==> src/rtl/fs_strap_latch.sv <==
module fs_strap_latch #(
  parameter int SYNC_STAGES = 2
) (
  input  logic       clk,
  input  logic       rst_n,
  input  logic       pwr_ok,
  input  logic       strap_a,
  input  logic       strap_b,
  input  logic       strap_c,
  input  logic       test_sel,
  output logic [2:0] code,
  output logic [7:0] cpu_sel,
  output logic [8:0] cpu_mhz,
  output logic       code_valid,
  output logic       test_mode,
  output logic       test_out_sel
);
  localparam int SW = 5;

  logic [SW-1:0] sync_q [SYNC_STAGES];
  logic          pg_d, locked, test_q, valid_q;
  logic [2:0]    code_q;

  always_ff @(posedge clk or negedge rst_n) begin
    if (!rst_n) begin
      for (int i = 0; i < SYNC_STAGES; i++) sync_q[i] <= '0;
    end else begin
      sync_q[0] <= {pwr_ok, test_sel, strap_c, strap_b, strap_a};
      for (int i = 1; i < SYNC_STAGES; i++) sync_q[i] <= sync_q[i-1];
    end
  end

  wire       pg_s     = sync_q[SYNC_STAGES-1][4];
  wire       tsel_s   = sync_q[SYNC_STAGES-1][3];
  wire [2:0] straps_s = sync_q[SYNC_STAGES-1][2:0];
  wire       capture  = !locked && pg_s && !pg_d;

  always_ff @(posedge clk or negedge rst_n) begin
    if (!rst_n) begin
      pg_d    <= 1'b0;
      locked  <= 1'b0;
      test_q  <= 1'b0;
      valid_q <= 1'b0;
      code_q  <= 3'b000;
    end else begin
      pg_d    <= pg_s;
      valid_q <= locked;
      if (capture) begin
        locked <= 1'b1;
        test_q <= tsel_s;
        code_q <= straps_s;
      end else if (test_q) begin
        code_q <= straps_s;
      end
    end
  end

  always_comb begin
    case (code_q)
      3'd0:    cpu_mhz = 9'd266;
      3'd1:    cpu_mhz = 9'd133;
      3'd2:    cpu_mhz = 9'd200;
      3'd3:    cpu_mhz = 9'd166;
      3'd4:    cpu_mhz = 9'd333;
      3'd5:    cpu_mhz = 9'd100;
      3'd6:    cpu_mhz = 9'd400;
      default: cpu_mhz = 9'd200;
    endcase
  end

  assign code         = code_q;
  assign cpu_sel      = 8'b1 << code_q;
  assign code_valid   = valid_q;
  assign test_mode    = test_q;
  assign test_out_sel = test_q & code_q[1];
endmodule

==> config.mk <==
export PLATFORM = sky130hd
export DESIGN_NAME = fs_strap_latch
export DESIGN_NICKNAME = d
export VERILOG_FILES = /design/src/rtl/fs_strap_latch.sv
export SDC_FILE = /design/constraint.sdc
export NUM_CORES = 1
export LEC_CHECK = 0
export BUFFER_PORTS_ARGS = -buffer_cell sky130_fd_sc_hd__buf_4
export CORE_MARGIN = 8
export CORE_UTILIZATION = 48
export DETAILED_ROUTE_END_ITERATION = 8
export MAX_ROUTING_LAYER = met4
export PLACE_DENSITY = 0.8
export SYNTH_ARGS = -nofsm -noshare
export SYNTH_HDL_FRONTEND = slang
export SYNTH_SLANG_ARGS = --single-unit
==> constraint.sdc <==
create_clock -name clk -period 3.4 [get_ports clk]
set_input_delay 0.34 -clock clk [delete_from_list [all_inputs] [get_ports clk]]
set_output_delay 0.34 -clock clk [all_outputs]
set_load 0.005 [all_outputs]
==> results.txt <==
outcome: finished clean
die height: 54.6 um
# DRC: 0
Reg2Reg Capture Point: test_mode
P&R area growth vs syn: 36.3%
synthesized area: 714 um^2
area of the core: 1450 um^2
I/O Buffers: 29
fin crit share: 49.2%
Vias/cell: 4.74
die area: 2980 um^2
worst r2r src: locked
endpoints failing setup: 0
routability cong.: 0.750
vias in the first global route: 479
post-synthesis register bit count: 17
Syn Nets: 70
worst slew pin tran: 0.375 ns
Final Worst Setup Slack: 1.73 ns
grt ovf: 0
H-tree levels: 1
critical path class: reg2out
worst reg-to-reg path cell count: 2
Final #Nets: 102
Data arrival, critical path: 1.33 ns
CP Capture Point: cpu_mhz[6]
Total GRT Usage: 9.20%
initial antenna violation count: 0
most frequent cells in the layout: 29 x buf_4, 17 x dfrtp_1, 9 x nand2b_1
Hold Path Class: in2reg
Crit Path Max Fanout: 14
routed len/inst: 11.8 um
Resized Gates After CTS: 0
CTS tree: done
Post-Route Setup TNS: 0 ns
Yosys cell types: 17
startpoint types: flip-flop
TritonCTS buffer count: 3
Slew headroom: 75.0%
commonest non-fill, non-tap cell in the layout: buf_4
RSZ-0062 raised after global routing: false
Final min period: 1.67 ns
clock skew: 0.00229 ns
CTS hold repair buffers: 1
share of layout cells above drive strength 1: 37.2%
Post-DRT Antenna Nets: 0
first-pass GRT wire length: 2010 um
fmax: 0.598 GHz
clk sinks: 17
Detail Placement HPWL: 1040 um
DR pass1 iterations: 2
Worst path slowest cell: dfrtp_1
drt first-iter violations: 11
mean post-synth cell area: 11.3 um^2
sequential fraction of the synthesis area: 59.5%
Post CTS Setup Buffer Count: 0
Setup Slack @ Placement: 2.03 ns
maximum vdd ir drop: 383 uV
R2R setup slack: 2.22 ns
Synthesis Warnings: 0
CP required: 3.06 ns
Root Driver: clkbuf_4
DRT Wirelength: 1300 um
CP Launch Point: code[1]
max-slew violations: 0
Max Buffers Root-to-Sink: 2
width of the die: 54.6 um
final hold vios: 0
Cell Chain, Critical Path: nand2b_1 > xnor2_1 > buf_4
clock-pin transition on the worst setup and hold timing paths: 0.08 ns
ant diodes: 0
total number of vias: 521
Max-Cap Viols: 0
Clk Latency, worst-skew pair: 0.27 ns
num rows: 14
largest net degree at the start of global routing: 18
PD cells: 575 nW/um^2
slowest stage delay, CP: 0.58 ns
Pleak: 0.474 nW
I/O Pins: 30
cells after synthesis: 63
starting density of the core: 49.1%
Worst setup EP type: output port
[metal layers]
metal	vias up	wire [um]	GRT usage [%]
li1	266	-	-
met3	2	140	1.90
met5	-	0	-
met1	233	571	11.3
met4	0	4	3.69
met2	20	586	14.3
[synthesized netlist by cell type, drive strengths merged]
cell type / instances / area [um^2]
buf: 3 / 15.0
mux2: 1 / 15.0
dfrtp: 17 / 425
and2: 1 / 6.26
a21o: 1 / 8.76
xnor2: 2 / 17.5
inv: 3 / 11.3
xor2: 1 / 8.76
nand2: 5 / 18.8
nand2b: 9 / 56.3
o211ai: 3 / 22.5
and3: 1 / 6.26
a21oi: 3 / 15.0
nand4bb: 3 / 33.8
nor3: 1 / 5.00
nor2: 8 / 30.0
nor3b: 1 / 18.8
[cell families (layout without fill, tap and decap cells)]
group,count (synthesis),in the layout,synth area share [%]
compound gates,7,7,6.48
buf+inv,6,37,3.68
mux,1,1,2.10
simple gates,29,29,24.5
flops,17,17,59.5
xor+xnor,3,3,3.68
[worst max-delay path, delay by kind of cell (launching register included)]
family	cells	cell delay, ns
flip-flops	1	0.58
AND/OR/NAND/NOR	1	0.18
XOR/XNOR	1	0.15
buffers and inverters	1	0.15
[per-stage QoR]
step	power [W]	instances	utilization, %	hold WS, ns	instance area, um^2
2_1_floorplan	0.000345	63	-	0.0444	714
3_3_place_gp	0.000466	105	64.5	0.208	937
3_5_place_dp	0.000471	105	64.5	0.210	937
4_1_cts	0.000572	110	67.0	0.153	973
5_1_grt	0.000603	110	67.0	0.147	973
6_report	0.000560	110	67.0	0.166	973
[where the power goes]
part	internal [W]	switching (W)
Combinational	0.000127	0.0000808
Clock	0.0000454	0.0000524
Sequential	0.000219	0.0000352
[how the worst min path moves through the flow]
stage | startpoint | end | slack, ns | cells after the start
2_1_floorplan | rst_n | code[0] | 0.04 | 0
3_3_place_gp | rst_n | sync_q[9] | 0.21 | 1
3_5_place_dp | rst_n | pg_d | 0.21 | 1
4_1_cts | strap_b | sync_q[6] | 0.15 | 1
5_1_grt | strap_a | sync_q[5] | 0.15 | 1
6_report | test_sel | sync_q[8] | 0.17 | 1
[layout make-up]
| class | instances | area [um^2] |
|---|---|---|
| Fill cell | 121 | 480 |
| Sequential cell | 17 | 425 |
| Multi-Input combinational cell | 40 | 263 |
| Timing Repair Buffer | 30 | 228 |
| Clock buffer | 4 | 26.3 |
| Tap cell | 16 | 20.0 |
| Inverter | 3 | 11.3 |
[flip-flops by register name, summed over array words and instances, names as in the netlist]
name	count
code	3
code_valid	1
locked	1
pg_d	1
pg_s	1
straps_s	3
sync_q	6
test_mode	1
Power figures use the tool's default switching activity.
